==> src/rtl/cascade_cmp_pkg.sv <==
package cascade_cmp_pkg;
    typedef enum logic [1:0] {
        REL_EQ = 2'b00,
        REL_LT = 2'b01,
        REL_GT = 2'b10
    } rel_e;
endpackage

==> src/rtl/cmp_hold_reg.sv <==
module cmp_hold_reg #(
    parameter int WIDTH = 8
) (
    input  logic             clk,
    input  logic             rst_n,
    input  logic             cap_en,
    input  logic [WIDTH-1:0] d_in,
    output logic [WIDTH-1:0] eff_out
);
    typedef struct packed {
        logic [WIDTH-1:0] word;
    } hold_t;

    hold_t hold_d, hold_q;

    always_comb begin
        hold_d = hold_q;
        if (cap_en) hold_d.word = d_in;
    end

    always_ff @(posedge clk) begin
        if (!rst_n) hold_q <= '0;
        else        hold_q <= hold_d;
    end

    assign eff_out = cap_en ? d_in : hold_q.word;

    p_hold_stable_r3: assert property (@(posedge clk) disable iff (!rst_n)
        (!cap_en && $past(rst_n)) |=> (!$past(cap_en) -> $stable(hold_q.word)));
    p_bypass_live_r2: assert property (@(posedge clk) disable iff (!rst_n)
        cap_en |-> (eff_out == d_in));
endmodule

==> src/rtl/cmp_core.sv <==
module cmp_core
    import cascade_cmp_pkg::*;
#(
    parameter int WIDTH = 8
) (
    input  logic             unsigned_mode,
    input  logic [WIDTH-1:0] a_val,
    input  logic [WIDTH-1:0] b_val,
    output rel_e             rel
);
    localparam int MSB = WIDTH - 1;

    logic [WIDTH-1:0] a_x, b_x;

    // Flipping the sign bit maps two's-complement order onto unsigned order.
    always_comb begin
        a_x = a_val;
        b_x = b_val;
        if (!unsigned_mode) begin
            a_x[MSB] = ~a_val[MSB];
            b_x[MSB] = ~b_val[MSB];
        end
        if (a_x > b_x)      rel = REL_GT;
        else if (a_x < b_x) rel = REL_LT;
        else                rel = REL_EQ;
    end

    p_eq_iff_same_r7: assert final ((rel == REL_EQ) == (a_val == b_val));
endmodule

==> src/rtl/cmp_chain_mux.sv <==
module cmp_chain_mux
    import cascade_cmp_pkg::*;
(
    input  rel_e rel,
    input  logic above_in,
    input  logic below_in,
    output logic above_out,
    output logic below_out
);
    always_comb begin
        unique case (rel)
            REL_GT:  begin above_out = 1'b1;     below_out = 1'b0;     end
            REL_LT:  begin above_out = 1'b0;     below_out = 1'b1;     end
            default: begin above_out = above_in; below_out = below_in; end
        endcase
    end
endmodule

==> src/rtl/cascade_cmp.sv <==
module cascade_cmp
    import cascade_cmp_pkg::*;
#(
    parameter int WIDTH = 8
) (
    input  logic             clk,
    input  logic             rst_n,
    input  logic             cap_en,
    input  logic             unsigned_mode,
    input  logic [WIDTH-1:0] a_in,
    input  logic [WIDTH-1:0] b_in,
    input  logic             above_in,
    input  logic             below_in,
    output logic             above_out,
    output logic             below_out
);
    logic [WIDTH-1:0] a_eff;
    rel_e             rel;

    cmp_hold_reg #(.WIDTH(WIDTH)) u_hold (
        .clk(clk), .rst_n(rst_n), .cap_en(cap_en), .d_in(a_in), .eff_out(a_eff)
    );

    cmp_core #(.WIDTH(WIDTH)) u_core (
        .unsigned_mode(unsigned_mode), .a_val(a_eff), .b_val(b_in), .rel(rel)
    );

    cmp_chain_mux u_mux (
        .rel(rel), .above_in(above_in), .below_in(below_in),
        .above_out(above_out), .below_out(below_out)
    );

    p_differ_onehot_r6: assert property (@(posedge clk) disable iff (!rst_n)
        (a_eff != b_in) |-> (above_out ^ below_out));
    p_equal_pass_r7: assert property (@(posedge clk) disable iff (!rst_n)
        (a_eff == b_in) |-> (above_out == above_in && below_out == below_in));
    p_never_both_r6: assert property (@(posedge clk) disable iff (!rst_n)
        !(above_in && below_in) |-> !(above_out && below_out));
endmodule

==> config.mk <==
export PLATFORM = sky130hd
export DESIGN_NAME = cascade_cmp
export DESIGN_NICKNAME = d
export VERILOG_FILES = /design/src/rtl/cascade_cmp_pkg.sv /design/src/rtl/cmp_hold_reg.sv /design/src/rtl/cmp_core.sv /design/src/rtl/cmp_chain_mux.sv /design/src/rtl/cascade_cmp.sv
export SDC_FILE = /design/constraint.sdc
export NUM_CORES = 1
export LEC_CHECK = 0
export BUFFER_PORTS_ARGS = -buffer_cell sky130_fd_sc_hd__buf_4
export CORE_AREA = 3 3 40 42
export DETAILED_ROUTE_END_ITERATION = 16
export DIE_AREA = 0 0 43 45
export HOLD_SLACK_MARGIN = 0.02
export PLACE_DENSITY_LB_ADDON = 0.3
export SLEW_MARGIN = 10
export SYNTH_ARGS = -nofsm -noshare
export SYNTH_HDL_FRONTEND = slang
export SYNTH_SLANG_ARGS = --single-unit
==> constraint.sdc <==
create_clock -name clk -period 1.93 [get_ports clk]
set_clock_uncertainty 0.05 [all_clocks]
set_input_delay 0.0965 -clock clk [delete_from_list [all_inputs] [get_ports clk]]
set_output_delay 0.0965 -clock clk [all_outputs]
set_load 0.01 [all_outputs]
# --- Yosys cells after proc, flatten, opt, wreduce, memory -nomap -nowiden ---
# Cells that the tools add are included.
word_totals:
  memories: 0
  latchBits: 0
  out_inout_bits: 2
  romBits: 0
  reg_bits: 8
  ram_bits: 0
classes:
  n_reduce_logical: 0
  n_shift: 0
  div_mod_pow: 0
  magnitude_cmp: 2
  n_eq_ne: 2
  mux: 7
  n_bitwise: 2
  add_sub_neg: 0
  multipliers: 0
ops:
  columns: ["cell", "n"]
  rows:
  - ["> comparator 8 bit", 1]
  - ["less-than comparator 8 bit", 1]
  - ["2-to-1 mux 8 bit", 1]
  - ["case mux 1 bit (2 select lines)", 2]
  - ["2-to-1 mux 1 bit", 3]
  - ["equality test 2 x 1 -> 1 bit, second input constant", 1]
  - ["equality test 2 bit, second input constant", 1]
  - ["2-to-1 mux 2 bit", 1]
  - ["inverter 1 bit", 2]

# --- Logic depth before layout (Yosys ltp) ---
logic_depth:
  word_depth: 8
  depth_mapped: 8
  mapped_depth_nobuf: 7

# --- Cells and area by module ---
# Synthesis repeated with hierarchy kept, for this count alone.
hier_totals:
  hier_cells: 64
  area_unflattened_um2: 635.6
modules_own_cells:
  columns: ["module", "cells_per_inst", "instances", "seq_area_each_um2", "area_per_inst_um2"]
  rows:
  - ["cmp_hold_reg", 25, 1, 160.2, 344.1]
  - ["cmp_core", 33, 1, 0.0, 236.5]
  - ["cmp_chain_mux", 6, 1, 0.0, 55.1]

# --- Least setup slack after synthesis ---
# No wires, ideal clock.
synth_timing:
  path_kind: "input-to-output"
  start: "input cap_en"
  end: "output above_out"
  required_ps: 1783
  t_arrival_ps: 1541
  n_path_buf: 1
  setup_slack_ps: 243
  stages: 8
  cell_sequence: "buf_6 mux2i_1 xor2_1 ha_1 and3_1 a211oi_2 a21oi_1 and2_1"
synth_between:
  elab_chain_cells: 8
synth_lines:
  columns: ["element", "line_no", "source"]
  rows:
  - ["start, declared", "cascade_cmp.sv:8", "input logic cap_en,"]
  - ["2-to-1 mux 8 bit (*)", "cmp_hold_reg.sv:26", "assign eff_out = cap_en ? d_in : hold_q.word;"]
  - ["inverter 1 bit", "cmp_core.sv:20", "a_x[MSB] = ~a_val[MSB];"]
  - ["2-to-1 mux 1 bit", "cmp_core.sv:19", "if (!unsigned_mode) begin"]
  - ["less-than comparator 8 bit", "cmp_core.sv:24", "else if (a_x < b_x) rel = REL_LT;"]
  - ["2-to-1 mux 1 bit", "cmp_core.sv:24", null]
  - ["2-to-1 mux 2 bit (*)", "cmp_core.sv:23", "if (a_x > b_x) rel = REL_GT;"]
  - ["equality test 2 x 1 -> 1 bit / equality test 2 bit (equally long branches)", "cmp_chain_mux.sv:11", "unique case (rel)"]
  - ["case mux 1 bit (2 select lines) (*)", "cmp_chain_mux.sv:11", null]
  - ["end, declared", "cascade_cmp.sv:14", "output logic above_out,"]
# Mark *: on every way between the ends. The rest lies on a longest branch, timed or not.

# --- Worst setup path after layout ---
layout_timing:
  start: "register u_hold.hold_q[7] (netlist bit)"
  end: "output above_out"
layout_between:
  elab_chain_cells: 8
layout_lines:
  columns: ["element", "line_no", "source"]
  rows:
  - ["start, declared", "cmp_hold_reg.sv:14", "hold_t hold_d, hold_q;"]
  - ["start signal, assigned", "cmp_hold_reg.sv:23", "else hold_q <= hold_d;"]
  - ["2-to-1 mux 8 bit (*)", "cmp_hold_reg.sv:26", null]
  - ["inverter 1 bit", "cmp_core.sv:20", null]
  - ["2-to-1 mux 1 bit (*)", "cmp_core.sv:19", null]
  - ["less-than comparator 8 bit", "cmp_core.sv:24", null]
  - ["2-to-1 mux 1 bit", "cmp_core.sv:24", null]
  - ["2-to-1 mux 2 bit (*)", "cmp_core.sv:23", null]
  - ["equality test 2 x 1 -> 1 bit / equality test 2 bit (equally long branches)", "cmp_chain_mux.sv:11", null]
  - ["case mux 1 bit (2 select lines) (*)", "cmp_chain_mux.sv:11", null]
# Marked as above.

==> flow_summary.yaml <==
worst_setup_path:
  end_kind: "primary output"
  cp_slowest_cell: "dfxtp_2"
  arrival_ns: 1.87
  crit_required_ns: 1.78
  critPathKind: "reg2out"
  setup.worst_path.start_class: "flop"
  cp_max_fo: 3
  crit_chain: "mux2i_4 > xor2_1 > ha_1 > and3_4 > a211oi_4 > a21oi_1 > and2_1 > buf_6"
  max_stage_delay_ns: 0.32
pwr:
  swShare_pct: 27.00
  p_per_area_nw_per_um2: 595.2
  intPower_uw: 364.8
  power_frac_seq_pct: 35.7
  ir_drop_v: 0.0004085
  power_frac_clock_pct: 24.1
  p_leak_nw: 0.4364
  p_comb_share_pct: 40.1
  p_sw_uw: 134.9
floorplan:
  dieArea_um2: 1935
  initial_core_util_pct: 44.69
  die_h_um: 45
  ios: 24
  core_area_um2: 1285
  die_w_um: 43
  rows: 13
synth:
  synth-simple-area-share_pct: 14.81
  yosys_register_bits: 8
  synth_area_per_cell_um2: 9.734
  postSynthCellCount: 59
  synth_top_family_by_area: "multiplexers"
  syn_area_um2: 574.3
  synth_cell_types: 17
  synth_mux_area_share_pct: 19.17
  ys_seq_area_share_pct: 27.89
  synth-adder-area-share_pct: 17.43
  ys_warn_count: 0
  synth-compound-area-share_pct: 10.46
  synthXorXnorAreaFrac_pct: 3.050
  syn_nets: 89
sta:
  period_minus_slack_ns: 2.015
  worst_pin_slew_ns: 0.2620
  fin_ws_ns: -0.08529
  max_freq_ghz: 0.4962
  min_period_over_period_pct: 104.4
  setup_viol: 2
  hold_viol: 0
  max_slew_margin_pct: 82.04
  slew_viol_final: 0
  rsz0062_at_grt: "yes"
global_routing:
  grt_max_degree: 9
  grt.total_usage_pct: 12.18
  grt_pass1_vias: 441
  grt_pass1_wl_um: 1773
  overflow: 0
  antenna_found_initial: 0
placement:
  io_buffer_count: 23
  dpl.hpwl_um: 908.4
  place_ws_ns: 0.003316
  place_congestion: 0.7335
clocking:
  clk-insertion-delay-late_ns: 0.24
  cts_tree: "done"
  path_clk_slew_ns: 0.05
  htree_num_levels: 1
  cts_buffer_depth: 2
  numCtsBuffers: 3
  post_cts_buffers: 0
  postCtsHoldBufs: 0
  cts_root_buf: "clkbuf_4"
  cts.sinks: 8
final_layout:
  top_register: "u_hold.hold_q"
  reg.largest.list: "u_hold.hold_q x8"
  multi_input_area_um2: 419.2
  regArea_um2: 161.4
  final_util_pct: 65.34
  largest_reg_flops: 8
  n_fill_cell: 106
  layout-area-overhead-vs-synth_pct: 46.19
  drive_above_1_share_pct: 47.06
  diodes: 0
  num-nets-final: 117
drt:
  dr.pass1.iters: 2
  route.detailed.drc: 0
  drtIter0Drc: 2
  wl_per_cell_um: 10.77
  ant_nets: 0
  via_per_inst: 4.780
  routed_wl_um: 1077
  num_vias: 478
min_path:
  hp-class: "in2reg"
status:
  status: "complete, but fails checks"
  failed_checks: "setup timing"
run:
  cap_violations: 0
path summary, 6_finish.rpt:
kind                               startpoint                           to  slack (ns)  cells past startpoint
setup reg to reg  u_hold.hold_q[6]$_SDFF_PN0_  u_hold.hold_q[6]$_SDFF_PN0_        1.04                      2
hold reg to reg   u_hold.hold_q[7]$_SDFF_PN0_  u_hold.hold_q[7]$_SDFF_PN0_        0.50                      2
hold / removal                          rst_n  u_hold.hold_q[4]$_SDFF_PN0_        0.06                      2
setup / recovery  u_hold.hold_q[7]$_SDFF_PN0_                    above_out       -0.09                      8
synth_stat cells:
master	n	share of area, %
a21o_1	2	2.6
mux2_4	6	16
nor3_1	1	0.87
nand3_1	2	1.7
mux2i_1	2	3.5
a211oi_2	1	2.2
dfxtp_1	8	28
inv_1	8	5.2
a21oi_1	5	4.4
nand2_1	2	1.3
nor2b_1	2	2.2
and2_1	7	7.6
xor2_1	2	3.1
buf_6	1	2.0
o211ai_1	1	1.3
and3_1	1	1.1
ha_1	8	17
power by group through the flow:
| stage | logic (mW) | clock network (mW) | registers, mW |
|---|---|---|---|
| after detailed placement | 0.172 | 0 | 0.181 |
| final | 0.201 | 0.121 | 0.179 |
| after floorplan | 0.103 | 0 | 0.180 |
| after global routing | 0.223 | 0.134 | 0.179 |
| after CTS | 0.187 | 0.127 | 0.178 |
| after global placement | 0.168 | 0 | 0.181 |
cells in the final DEF, fill, tap and decap left out, drive strengths merged:
master  synthesis  routed
buf             1      24
inv             8       8
ha              8       8
dfxtp           8       8
and2            7       7
mux2            6       6
a21oi           5       5
clkbuf          0       3
xor2            2       2
nand3           2       2
a21o            2       2
nand2           2       2
nor2b           2       2
mux2i           2       2
o211ai          1       1
nor3            1       1
and3            1       1
a211oi          1       1
layer usage:
layer | up-vias | wire length (um) | share of wire (%) | global-route usage, %
met1 | 205 | 489 | 45 | 14.77
met3 | 0 | 92 | 8.5 | 5.976
met5 | - | 0 | 0 | 0
met2 | 17 | 495 | 46 | 20.06
met4 | 0 | 0 | 0 | 1.807
li1 | 256 | - | - | -
area by class of cell:
| type | count | share of cell area (%) |
|---|---|---|
| timing repair buffer | 24 | 22.35 |
| inverter | 8 | 3.577 |
| clock buffer | 3 | 2.683 |
| multi-input combinational | 42 | 49.93 |
| tap | 15 | 2.235 |
| sequential | 8 | 19.23 |
cells by family (layout without fill, tap and decap cells):
group,count (synthesis),count (layout)
AO/OA/AOI/OAI,9,9
XOR/XNOR,2,2
adder cells (fa/ha/maj),8,8
buffers and inverters,9,35
flip-flops,8,8
multiplexers,8,8
AND/OR/NAND/NOR,15,15
per-stage QoR:
| stage | instances | setup TNS (ns) | hold WS, ns | power (mW) | instance area (um^2) |
|---|---|---|---|---|---|
| after floorplan | 59 | 0 | 0.1682 | 0.2832 | 574.3 |
| after global placement | 97 | 0 | 0.3073 | 0.3486 | 762.0 |
| after detailed placement | 97 | 0 | 0.3069 | 0.3528 | 762.0 |
| after CTS | 100 | -0.1013 | 0.05204 | 0.4912 | 813.3 |
| after global routing | 100 | -0.2975 | 0.05152 | 0.5359 | 839.6 |
| final | 100 | -0.09961 | 0.05526 | 0.4997 | 839.6 |
critical path: cells and delay by family, from the launching register on:
| family | cells | cell delay (ns) |
|---|---|---|
| and+or+nand+nor | 2 | 0.33 |
| DFF | 1 | 0.32 |
| adders and majority gates | 1 | 0.28 |
| AOI/OAI and AO/OA | 2 | 0.26 |
| xor gates and xnor gates | 1 | 0.17 |
| muxes | 1 | 0.15 |
| buffers and inverters | 1 | 0.11 |
repair_timing:
| item | 4_1_cts | 5_1_grt |
|---|---|---|
| pin swaps | 6 | 4 |
| endpoints found under the hold margin | 0 | 0 |
| resized for setup | 5 | 5 |
| setup endpoints to repair | 2 | 2 |
(Power assumes the default switching activity.)
